[src/rtl/sfp_pkg.sv]
// Package: shared constants for the serial FIFO pair.
// Holds the address map, control bit positions, level-register field
// positions and the receive entry layout. Widths are fixed for the
// character path; depths and marks are parameters of the top.
package sfp_pkg;

    localparam int CHAR_W     = 8;
    localparam int BUS_W      = 32;

    // address regions on bits 6:5 of the byte address
    localparam logic [1:0] REGION_REGS = 2'b00;
    localparam logic [1:0] REGION_TXW  = 2'b01;
    localparam logic [1:0] REGION_RXW  = 2'b10;

    // register select within the register region on bits 4:2
    localparam logic [2:0] SEL_CTRL  = 3'd0;
    localparam logic [2:0] SEL_LEVEL = 3'd1;

    // control register bit positions
    localparam int CTL_EN      = 0;
    localparam int CTL_TXFLUSH = 2;
    localparam int CTL_RXFLUSH = 3;

    // level register field base positions
    localparam int LVL_TX_LSB = 0;
    localparam int LVL_RX_LSB = 8;

    // one received character with its line error flags
    typedef struct packed {
        logic              frame_err;
        logic              parity_err;
        logic [CHAR_W-1:0] data;
    } rx_entry_t;

    localparam int RX_ENTRY_W = $bits(rx_entry_t);

endpackage

[src/rtl/sfp_fifo.sv]
// Module: sfp_fifo
// Synchronous single-clock queue with a fill count.
// Assumes: a push into a full queue and a pop from an empty queue are
// refused (the caller reports them); a push is only taken when the queue
// is not full, even if a pop happens in the same cycle. 'clr' empties the
// queue and wins over push and pop.
module sfp_fifo #(
    parameter int WIDTH = 8,
    parameter int DEPTH = 16,
    parameter int CW    = $clog2(DEPTH + 1)
) (
    input  logic             clk,
    input  logic             rst_n,
    input  logic             clr,
    input  logic             push,
    input  logic [WIDTH-1:0] wdata,
    input  logic             pop,
    output logic [WIDTH-1:0] rdata,
    output logic [CW-1:0]    count,
    output logic             full,
    output logic             empty
);

    localparam int PW = (DEPTH > 1) ? $clog2(DEPTH) : 1;
    localparam logic [PW-1:0] LAST = PW'(DEPTH - 1);

    logic [WIDTH-1:0] mem [DEPTH];
    logic [PW-1:0]    wr_ptr;
    logic [PW-1:0]    rd_ptr;
    logic             do_push;
    logic             do_pop;

    // gate requests by state so refused operations leave no trace
    always_comb begin
        do_push = push && !full && !clr;
        do_pop  = pop && !empty && !clr;
    end

    // status derived from the count
    always_comb begin
        full  = (count == CW'(DEPTH));
        empty = (count == '0);
        rdata = mem[rd_ptr];
    end

    // storage write: only accepted pushes touch the array
    always_ff @(posedge clk) begin
        if (do_push) begin
            mem[wr_ptr] <= wdata;
        end
    end

    // write pointer with wrap at the last slot
    always_ff @(posedge clk) begin
        if (!rst_n || clr) begin
            wr_ptr <= '0;
        end else if (do_push) begin
            wr_ptr <= (wr_ptr == LAST) ? '0 : wr_ptr + 1'b1;
        end
    end

    // read pointer with wrap at the last slot
    always_ff @(posedge clk) begin
        if (!rst_n || clr) begin
            rd_ptr <= '0;
        end else if (do_pop) begin
            rd_ptr <= (rd_ptr == LAST) ? '0 : rd_ptr + 1'b1;
        end
    end

    // fill count follows accepted pushes and pops
    always_ff @(posedge clk) begin
        if (!rst_n || clr) begin
            count <= '0;
        end else begin
            unique case ({do_push, do_pop})
                2'b10:   count <= count + 1'b1;
                2'b01:   count <= count - 1'b1;
                default: count <= count;
            endcase
        end
    end

    // the count never exceeds the depth
    p_bound_r4: assert property (@(posedge clk) disable iff (!rst_n)
        count <= CW'(DEPTH));

    // a push alone into a full queue leaves it full
    p_no_overflow_r4: assert property (@(posedge clk) disable iff (!rst_n)
        (full && push && !pop && !clr) |=> full);

    // a pop alone from an empty queue leaves it empty
    p_no_underflow_r6: assert property (@(posedge clk) disable iff (!rst_n)
        (empty && pop && !push && !clr) |=> empty);

    // a clear empties the queue on the next cycle
    p_clear_empties_r8: assert property (@(posedge clk) disable iff (!rst_n)
        clr |=> empty);

endmodule

[src/rtl/sfp_flush_timer.sv]
// Module: sfp_flush_timer
// Holds a flush request active for a fixed number of cycles so that a
// self-clearing control bit can report progress.
// Assumes: 'start' is a one-cycle pulse; a new start while busy restarts
// the window. CYCLES must be at least 1.
module sfp_flush_timer #(
    parameter int CYCLES = 2
) (
    input  logic clk,
    input  logic rst_n,
    input  logic start,
    output logic busy
);

    localparam int TW = $clog2(CYCLES + 1);

    logic [TW-1:0] left;

    // load on start, count down to zero otherwise
    always_ff @(posedge clk) begin
        if (!rst_n) begin
            left <= '0;
        end else if (start) begin
            left <= TW'(CYCLES);
        end else if (left != '0) begin
            left <= left - 1'b1;
        end
    end

    // busy for as long as the window lasts
    always_comb begin
        busy = (left != '0);
    end

    // the remaining window never exceeds its length
    p_window_bound_r8: assert property (@(posedge clk) disable iff (!rst_n)
        left <= TW'(CYCLES));

    // a start always opens a window
    p_start_opens_r8: assert property (@(posedge clk) disable iff (!rst_n)
        start |=> busy);

endmodule

[src/rtl/serial_fifo_pair.sv]
// Module: serial_fifo_pair (top)
// Transmit byte queue and receive entry queue for one serial port, with a
// level register, a control register (enable plus self-clearing flushes)
// and overrun / underrun / level events.
// Assumes: single-cycle bus accesses, read data used in the access cycle;
// a receive-window read removes the head entry at the closing edge.
module serial_fifo_pair
    import sfp_pkg::*;
#(
    parameter int DEPTH      = 16,
    parameter int LOW_MARK   = 4,
    parameter int HIGH_MARK  = 12,
    parameter int CLR_CYCLES = 2,
    parameter int ADDR_W     = 8
) (
    input  logic              clk,
    input  logic              rst_n,
    input  logic              bus_sel,
    input  logic              bus_wr,
    input  logic [ADDR_W-1:0] bus_addr,
    input  logic [BUS_W-1:0]  bus_wdata,
    output logic [BUS_W-1:0]  bus_rdata,
    output logic              bus_err,
    input  logic              empty_rd_err_en,
    output logic [CHAR_W-1:0] tx_byte,
    output logic              tx_valid,
    input  logic              tx_take,
    input  logic              rx_strobe,
    input  logic [CHAR_W-1:0] rx_char,
    input  logic              rx_parity_err,
    input  logic              rx_frame_err,
    output logic              tx_level_low,
    output logic              rx_level_high,
    output logic              ev_overrun,
    output logic              ev_underrun
);

    localparam int CW     = $clog2(DEPTH + 1);
    localparam int NQ     = 2;
    localparam int Q_TX   = 0;
    localparam int Q_RX   = 1;

    // decoded access strobes
    logic [1:0] region;
    logic [2:0] reg_sel;
    logic       wr_ctrl;
    logic       wr_txw;
    logic       rd_rxw;
    logic       rd_ctrl;
    logic       rd_level;

    // control state
    logic          q_en;
    logic [NQ-1:0] flush_start;
    logic [NQ-1:0] flush_busy;

    // queue signals
    logic                  tx_push;
    logic                  tx_pop;
    logic [CHAR_W-1:0]     tx_head;
    logic [CW-1:0]         tx_cnt;
    logic                  tx_full;
    logic                  tx_empty;
    logic                  rx_push;
    logic                  rx_pop;
    rx_entry_t             rx_in;
    rx_entry_t             rx_head;
    logic [CW-1:0]         rx_cnt;
    logic                  rx_full;
    logic                  rx_empty;

    // event registers
    logic ovr_q;
    logic und_q;

    // address decode into one-hot access strobes
    always_comb begin
        region   = bus_addr[6:5];
        reg_sel  = bus_addr[4:2];
        wr_ctrl  = bus_sel && bus_wr && (region == REGION_REGS) && (reg_sel == SEL_CTRL);
        wr_txw   = bus_sel && bus_wr && (region == REGION_TXW);
        rd_rxw   = bus_sel && !bus_wr && (region == REGION_RXW);
        rd_ctrl  = bus_sel && !bus_wr && (region == REGION_REGS) && (reg_sel == SEL_CTRL);
        rd_level = bus_sel && !bus_wr && (region == REGION_REGS) && (reg_sel == SEL_LEVEL);
    end

    // enable bit holds whatever the last control write carried
    always_ff @(posedge clk) begin
        if (!rst_n) begin
            q_en <= 1'b0;
        end else if (wr_ctrl) begin
            q_en <= bus_wdata[CTL_EN];
        end
    end

    // flush requests come straight from the control write
    always_comb begin
        flush_start[Q_TX] = wr_ctrl && bus_wdata[CTL_TXFLUSH];
        flush_start[Q_RX] = wr_ctrl && bus_wdata[CTL_RXFLUSH];
    end

    // one self-clearing flush window per queue
    for (genvar q = 0; q < NQ; q++) begin : g_flush
        sfp_flush_timer #(
            .CYCLES (CLR_CYCLES)
        ) u_timer (
            .clk   (clk),
            .rst_n (rst_n),
            .start (flush_start[q]),
            .busy  (flush_busy[q])
        );
    end

    // queue request gating: disabled queues accept nothing
    always_comb begin
        tx_push = wr_txw && q_en;
        tx_pop  = tx_take && q_en;
        rx_push = rx_strobe && q_en;
        rx_pop  = rd_rxw;
        rx_in.frame_err  = rx_frame_err;
        rx_in.parity_err = rx_parity_err;
        rx_in.data       = rx_char;
    end

    // transmit queue: bytes only
    sfp_fifo #(
        .WIDTH (CHAR_W),
        .DEPTH (DEPTH),
        .CW    (CW)
    ) u_txq (
        .clk   (clk),
        .rst_n (rst_n),
        .clr   (flush_busy[Q_TX]),
        .push  (tx_push),
        .wdata (bus_wdata[CHAR_W-1:0]),
        .pop   (tx_pop),
        .rdata (tx_head),
        .count (tx_cnt),
        .full  (tx_full),
        .empty (tx_empty)
    );

    // receive queue: byte plus line error flags
    sfp_fifo #(
        .WIDTH (RX_ENTRY_W),
        .DEPTH (DEPTH),
        .CW    (CW)
    ) u_rxq (
        .clk   (clk),
        .rst_n (rst_n),
        .clr   (flush_busy[Q_RX]),
        .push  (rx_push),
        .wdata (rx_in),
        .pop   (rx_pop),
        .rdata (rx_head),
        .count (rx_cnt),
        .full  (rx_full),
        .empty (rx_empty)
    );

    // one-cycle events for refused line-side operations
    always_ff @(posedge clk) begin
        if (!rst_n) begin
            ovr_q <= 1'b0;
            und_q <= 1'b0;
        end else begin
            ovr_q <= rx_push && rx_full && !flush_busy[Q_RX];
            und_q <= tx_pop && tx_empty && !flush_busy[Q_TX];
        end
    end

    // shifter-facing outputs and level marks
    always_comb begin
        tx_byte       = tx_head;
        tx_valid      = q_en && !tx_empty && !flush_busy[Q_TX];
        tx_level_low  = (tx_cnt <= CW'(LOW_MARK));
        rx_level_high = (rx_cnt >= CW'(HIGH_MARK));
        ev_overrun    = ovr_q;
        ev_underrun   = und_q;
    end

    // read data mux and error response for the access cycle
    always_comb begin
        bus_rdata = '0;
        bus_err   = 1'b0;
        if (rd_ctrl) begin
            bus_rdata[CTL_EN]      = q_en;
            bus_rdata[CTL_TXFLUSH] = flush_busy[Q_TX];
            bus_rdata[CTL_RXFLUSH] = flush_busy[Q_RX];
        end else if (rd_level) begin
            bus_rdata[LVL_TX_LSB +: CW] = tx_cnt;
            bus_rdata[LVL_RX_LSB +: CW] = rx_cnt;
        end else if (rd_rxw) begin
            if (rx_empty) begin
                bus_err = empty_rd_err_en;
            end else begin
                bus_rdata[RX_ENTRY_W-1:0] = rx_head;
            end
        end
    end

    // an error response only ever answers a read of an empty queue
    p_err_on_empty_r7: assert property (@(posedge clk) disable iff (!rst_n)
        bus_err |-> (rd_rxw && rx_empty));

    // an overrun event follows a strobe into a full receive queue
    p_overrun_cause_r5: assert property (@(posedge clk) disable iff (!rst_n)
        (rx_strobe && q_en && rx_full && !flush_busy[Q_RX]) |=> ev_overrun);

    // a dropped character leaves the receive count at the depth
    p_overrun_keeps_full_r5: assert property (@(posedge clk) disable iff (!rst_n)
        (rx_strobe && rx_full && !rd_rxw && !flush_busy[Q_RX]) |=> rx_full);

    // an underrun event follows a take from an empty transmit queue
    p_underrun_cause_r6: assert property (@(posedge clk) disable iff (!rst_n)
        (tx_take && q_en && tx_empty && !flush_busy[Q_TX]) |=> ev_underrun);

    // while disabled the receive count cannot rise
    p_disabled_rx_r9: assert property (@(posedge clk) disable iff (!rst_n)
        (!q_en && !flush_busy[Q_RX]) |=> (rx_cnt <= $past(rx_cnt)));

endmodule

[config.mk]
export PLATFORM = sky130hd
export DESIGN_NAME = serial_fifo_pair
export DESIGN_NICKNAME = d
export VERILOG_FILES = /design/src/rtl/sfp_pkg.sv /design/src/rtl/sfp_fifo.sv /design/src/rtl/sfp_flush_timer.sv /design/src/rtl/serial_fifo_pair.sv
export SDC_FILE = /design/constraint.sdc
export NUM_CORES = 1
export LEC_CHECK = 0
export ABC_AREA = 1
export CAP_MARGIN = 20
export CORE_ASPECT_RATIO = 0.75
export CORE_UTILIZATION = 40
export DETAILED_ROUTE_END_ITERATION = 6
export GPL_TIMING_DRIVEN = 0
export SETUP_SLACK_MARGIN = 0.05
export SLEW_MARGIN = 30
export SYNTH_ARGS = -nofsm -noshare
export SYNTH_HDL_FRONTEND = slang
export SYNTH_SLANG_ARGS = --single-unit
[constraint.sdc]
create_clock -name clk -period 2.2 [get_ports clk]
set_input_delay 0.33 -clock clk [delete_from_list [all_inputs] [get_ports clk]]
set_output_delay 0.33 -clock clk [all_outputs]
set_load 0.02 [all_outputs]
Word-level counts from Yosys, hierarchy flattened
Memory sizes are Yosys's and may differ from the RTL's. A register that Yosys moved wholly into a read port is not among the register bits.
Index checks and enable logic that the tools add are counted.
{"block": "classes", "addsub": 10, "mul": 0, "n_div": 0, "magnitude_cmp": 2, "eq_ne": 13, "shift": 0, "muxes": 32, "bitwise_logic": 1, "reduce_logical": 50}
{"cell": "$mux 4", "n": 8}
{"cell": "$logic_and 1x1->1", "n": 28}
{"cell": "$mux 10", "n": 2}
{"cell": "$pmux 5 s2", "n": 2}
{"cell": "$add 4x1->4 const B", "n": 4}
{"cell": "$eq 4x4->1 const B", "n": 4}
{"cell": "$mux 2", "n": 6}
{"cell": "$reduce_bool 2->1", "n": 6}
{"cell": "$add 5x1->5 const B", "n": 2}
{"cell": "$eq 5x5->1 const B", "n": 2}
{"cell": "$logic_not 5->1", "n": 2}
{"cell": "$mux 1", "n": 10}
{"cell": "$sub 5x1->5 const B", "n": 2}
{"cell": "$mux 9", "n": 1}
{"cell": "$logic_not 1->1", "n": 8}
{"cell": "$eq 2x1->1 const B", "n": 3}
{"cell": "$eq 2x2->1 const B", "n": 3}
{"cell": "$mux 3", "n": 2}
{"cell": "$ge 5x4->1 const B", "n": 1}
{"cell": "$le 5x3->1 const B", "n": 1}
{"cell": "$mux 5", "n": 1}
{"cell": "$reduce_or 2->1", "n": 2}
{"cell": "$sub 2x1->2 const B", "n": 2}
{"cell": "$eq 3x1->1 const B", "n": 1}
{"cell": "other kinds (4)", "n": 5}
{"block": "word_totals", "reg_bits": 33, "latch_bits": 0, "ramBits": 288, "mem_bits_ro": 0, "in_bits": 57, "output_inout_bits": 46, "wordCells": 123, "memories": 2}
{"memory": "u_rxq.mem", "depth": 16, "width": 10, "rd": 1, "rd_clocked_by_memory_dff": 1, "write_ports": 1, "line": "sfp_fifo.sv:27", "text": "logic [WIDTH-1:0] mem [DEPTH];"}
{"memory": "u_txq.mem", "depth": 16, "width": 8, "rd": 1, "rd_clocked_by_memory_dff": 1, "write_ports": 1, "line": "sfp_fifo.sv:27"}

Longest topological paths before layout
{"block": "depth", "ltp_word": 7, "mapped_depth": 16, "ltp_nobuf": 16}

Modules after synthesis
From an unflattened synthesis, not the netlist that was laid out.
{"block": "hier_totals", "hier_cells": 1343, "hier_area_um2": 14630.3}
{"module": "sfp_fifo (u_rxq)", "instances": 1, "cells_each": 657, "area_per_inst_um2": 7614.8, "seq_area_each_um2": 5144.9}
{"module": "sfp_fifo (u_txq)", "instances": 1, "cells_each": 556, "area_per_inst_um2": 6243.5, "seq_area_each_um2": 4184.0}
{"module": "serial_fifo_pair", "instances": 1, "cells_each": 108, "area_per_inst_um2": 616.8, "seq_area_each_um2": 60.1}
{"module": "sfp_flush_timer", "instances": 2, "cells_each": 11, "area_per_inst_um2": 77.6, "seq_area_each_um2": 40.0}

Worst setup path before layout
No wires, ideal clock.
{"block": "synth_timing", "kind": "reg2reg", "start": "register g_flush[0].u_timer.left[1]", "end": "register u_txq.count[4]", "setup_time_ns": 0.070, "t_arrival_ns": 2.227, "required_ns": 2.130, "path_slack_ns": -0.097, "path_stages_with_launch": 17, "n_path_buf": 0, "synth_period_minus_slack_ns": 2.297, "path_cell_list": "dfxtp_1 -> or2_1 -> nor2_1 -> nand2_1 -> inv_2 -> nand2_4 -> inv_1 -> ha_1 -> xor2_1 -> ha_1 -> a21o_1 -> nand2_1 -> nand2_1 -> a21oi_1 -> xor2_1 -> nand2_1 -> a21oi_1"}
{"block": "synth_between", "elab_chain_cells": 5, "word_cells_on_any_way": 9, "classes_between": "2 x eq/ne; 1 x mux; 6 x reduce/logical"}
{"item": "start: declaration", "line": "sfp_flush_timer.sv:17", "text": "logic [TW-1:0] left;"}
{"item": "start signal: assignment", "line": "sfp_flush_timer.sv:24", "text": "left <= TW'(CYCLES);"}
{"item": "start signal: assignment", "line": "sfp_flush_timer.sv:26", "text": "left <= left - 1'b1;"}
{"item": "$reduce_bool 2->1 (*)", "line": "sfp_flush_timer.sv:32", "text": "busy = (left != '0);"}
{"item": "$logic_not 1->1", "line": "sfp_fifo.sv:35, sfp_fifo.sv:36"}
{"item": "$logic_and 1x1->1 (on tied branches)", "line": "sfp_fifo.sv:36, sfp_fifo.sv:35"}
{"item": "$eq 2x1->1 or $eq 2x2->1 (tied branches)", "line": "sfp_fifo.sv:76", "text": "unique case ({do_push, do_pop})"}
{"item": "$pmux 5 s2 or $reduce_bool 2->1 (tied branches)"}
{"item": "end signal: assignment", "line": "sfp_fifo.sv:77", "text": "2'b10: count <= count + 1'b1;"}
{"item": "end signal: assignment", "line": "sfp_fifo.sv:78", "text": "2'b01: count <= count - 1'b1;"}
{"item": "end signal: assignment", "line": "sfp_fifo.sv:79", "text": "default: count <= count;"}
{"item": "end: declaration", "line": "sfp_fifo.sv:19", "text": "output logic [CW-1:0] count,"}
Every way passes the cells marked *; elsewhere a longest branch is shown, timed or not.
A chain may end at the register's enable or synchronous reset.

==> metrics.md <==
| Metric | Value |
|---|---|
| Largest net degree at the start of global routing | 18 |
| Static Leak | 6.08 nW |
| Final period util | 122% |
| Violated checks | negative setup slack |
| Core outline area | 0.0339 mm^2 |
| CTS tree | yes |
| Vias in the first global route | 9043 |
| Final hold vios | 0 |
| Worst Path Required | 1.87 ns |
| Comb power frac | 2.0% |
| Rows | 58 |
| Min Hold Slack | 0.447 ns |
| Switching part of the total | 20.4% |
| Actual transition at the worst max-transition pin | 0.883 ns |
| DRC viols | 0 |
| Top Ports | 103 |
| DR pass1 iterations | 5 |
| First-pass GRT wire length | 54.4 mm |
| Area grow syn2layout | 26.0% |
| Worst Hold Class | reg2reg |
| Max Cap Viol | 0 |
| Worst-Skew Late Latency | 0.51 ns |
| Register bit total from synthesis | 329 |
| Antenna cells | 0 |
| Initial antenna violation count | 0 |
| Final ANT Viol Nets | 0 |
| Worst Path Class, Setup | reg2out |
| Status | complete, but fails checks |
| Synthesized instance count | 1160 |
| Net Switching | 2.63 mW |
| Post-Route WL | 37.0 mm |
| Buffers on Ports | 56 |
| Clk_skew | 0.0180 ns |
| RSZ-0062 raised after global routing | yes |
| Grt ovf | 0 |
| Internal power | 10.3 mW |
| Clock buffer depth | 3 |
| Via Count | 9618 |
| Fraction of layout cells with a size suffix above 1 | 24.9% |
| Die boundary height | 164 um |
| Worst Path Max Fanout | 10 |
| Layout Utilization | 51.8% |
| Max frequency | 373 MHz |
| Synth top area share | 62.0% |
| Sequential group share of total power | 52.5% |
| Most common cell after layout, fill and taps aside | edfxtp_1 |
| Die area | 0.0356 mm^2 |
| Syn Area/Cell | 12.0 um^2 |
| Cts bufs inserted | 35 |
| DP Area | 0.0152 mm^2 |
| HPWL Detailed | 23.5 mm |
| H-tree Lvls | 2 |
| CTS Sinks | 329 |
| Most frequent cells in the layout | 288 x edfxtp_1, 124 x nor2_1, 84 x nand2_1 |
| GRT Util Overall | 20.5% |
| Setup Viol. Count Final | 19 |
| Drt initial violations | 1091 |
| WL/cell | 20.8 um |
| GP Congestion | 0.958 |
| Post-synthesis sequential area ratio | 67.9% |
| Synth area leader | edfxtp_1 |
| Max IR drop VDD | 0.512 mV |
| Layout Nets | 1381 |
| CTS root buffer | clkbuf_16 |
| Pre-CTS WS | -0.910 ns |
| Via-to-Cell Ratio | 5.39 |
| Post-route setup slack | -0.482 ns |
| Startpoint types | flop |
| YS warnings | 0 |
| Crit path time final | 2.68 ns |
| Finished Cell Area | 0.0176 mm^2 |
| Slew Viols, Final | 0 |
| WP data arrival | 2.35 ns |
| Power per cell area | 735 mW/mm^2 |
| Relative slew slack | 41.0% |
| Synth top area cells | edfxtp_1 62%, dfxtp_1 5.9%, o21ai_0 4.8%, nor2_1 4.6%, mux2i_1 2.7% |
| Mapped Area | 0.0139 mm^2 |
| Unique masters post-synth | 46 |
| Initial Util | 41.1% |
| Clk pwr share | 45.5% |
| Die width | 218 um |
| Critical Path Sink Type | output port |
| Setup TNS | -5.20 ns |
| Clk slew on worst S/H paths | 0.06 ns |
metal layers:
metal  GRT usage (%)  vias up  wire [um]
met3            4.25       40       3380
met4            4.42        0        468
li1                -     4418          -
met2            29.1      413      15700
met1            31.8     4747      17400
met5               0        -          0
cells by family after synthesis:
group           count (synthesis)  share of synthesized area (%)
compound gates                268                           11.0
fa+ha+maj                      17                           1.53
mux                            37                           2.66
xor+xnor                       16                           1.01
other cells                     1                         0.0269
simple gates                  336                           10.5
flops                         329                           67.9
buf+inv                       156                           5.43
per-stage QoR:
step | power [mW] | instances
after floorplan | 7.00 | 1178
after global placement | 7.16 | 1684
after detailed placement | 7.16 | 1686
after CTS | 13.0 | 1777
after global routing | 13.2 | 1783
final | 12.9 | 1783
critical path, stage by stage (launching register included):
cell and delay (ns):
dfxtp_1 0.47, buf_1 0.66, nand2_1 0.24, nand3_4 0.18, o211ai_1 0.11, buf_4 0.17
final timing paths:
check / startpoint / end / slack (ns) / cells after the start
hold reg to reg: g_flush[0].u_timer.left[0]$_SDFFE_PP0P_ / g_flush[0].u_timer.left[0]$_SDFFE_PP0P_ / 0.45 / 1
setup / recovery: flop / bus_rdata[2] / -0.48 / 5
hold / removal: g_flush[0].u_timer.left[0]$_SDFFE_PP0P_ / g_flush[0].u_timer.left[0]$_SDFFE_PP0P_ / 0.45 / 1
setup reg to reg: u_txq.count[0]$_SDFFE_PP0P_ / u_txq.count[4]$_SDFFE_PP0P_ / 0 / 16
power by group through the flow:
| stage | Clock (mW) | Sequential [mW] | Combinational, mW |
|---|---|---|---|
| 6_report | 5.87 | 6.78 | 0.254 |
| 3_3_place_gp | 0 | 6.92 | 0.243 |
| 5_1_grt | 6.20 | 6.77 | 0.275 |
| 3_5_place_dp | 0 | 6.92 | 0.247 |
| 2_1_floorplan | 0 | 6.91 | 0.0893 |
| 4_1_cts | 5.96 | 6.78 | 0.251 |
layout make-up:
| cell class | instances | area [um^2] |
|---|---|---|
| tap | 450 | 563 |
| clock inverter | 22 | 216 |
| sequential | 329 | 9490 |
| buffer | 73 | 691 |
| clock buffer | 41 | 930 |
| timing repair buffer | 92 | 985 |
| fill | 2878 | 16300 |
| inverter | 83 | 327 |
| multi-input combinational | 693 | 4370 |
synthesized netlist by cell type (all sizes together):
cell type and n:
a211oi 3, a21o 1, a21oi 55, a31oi 1
buf 51, clkbuf 22, clkinv 2, conb 1
dfxtp 41, edfxtp 288, ha 17, inv 81
mux2i 37, nand2 100, nand3 40, nand4 5
nor2 176, nor3 8, nor3b 4, o211ai 46
o21ai 144, o221ai 2, o22ai 5, o32ai 11
or2 3, xnor2 3, xor2 13
state kept, by name, indices dropped and copies added (netlist names), named ones only:
register	cells
ev_overrun	1
ev_underrun	1
g_flush.u_timer.left	4
q_en	1
u_rxq.count	5
u_rxq.mem	160
u_rxq.rd_ptr	4
u_rxq.wr_ptr	4
u_txq.count	5
u_txq.mem	128
u_txq.rd_ptr	4
u_txq.wr_ptr	4
what timing repair did:
action / CTS / global route
resized for setup: 261 / 150
setup buffers: 23 / 4
gates cloned: 5 / 4
pin swaps: 34 / 48
hold buffers: 0 / 0
setup endpoints to repair: 165 / 212
No activity file was read; power rests on OpenSTA's default activity.
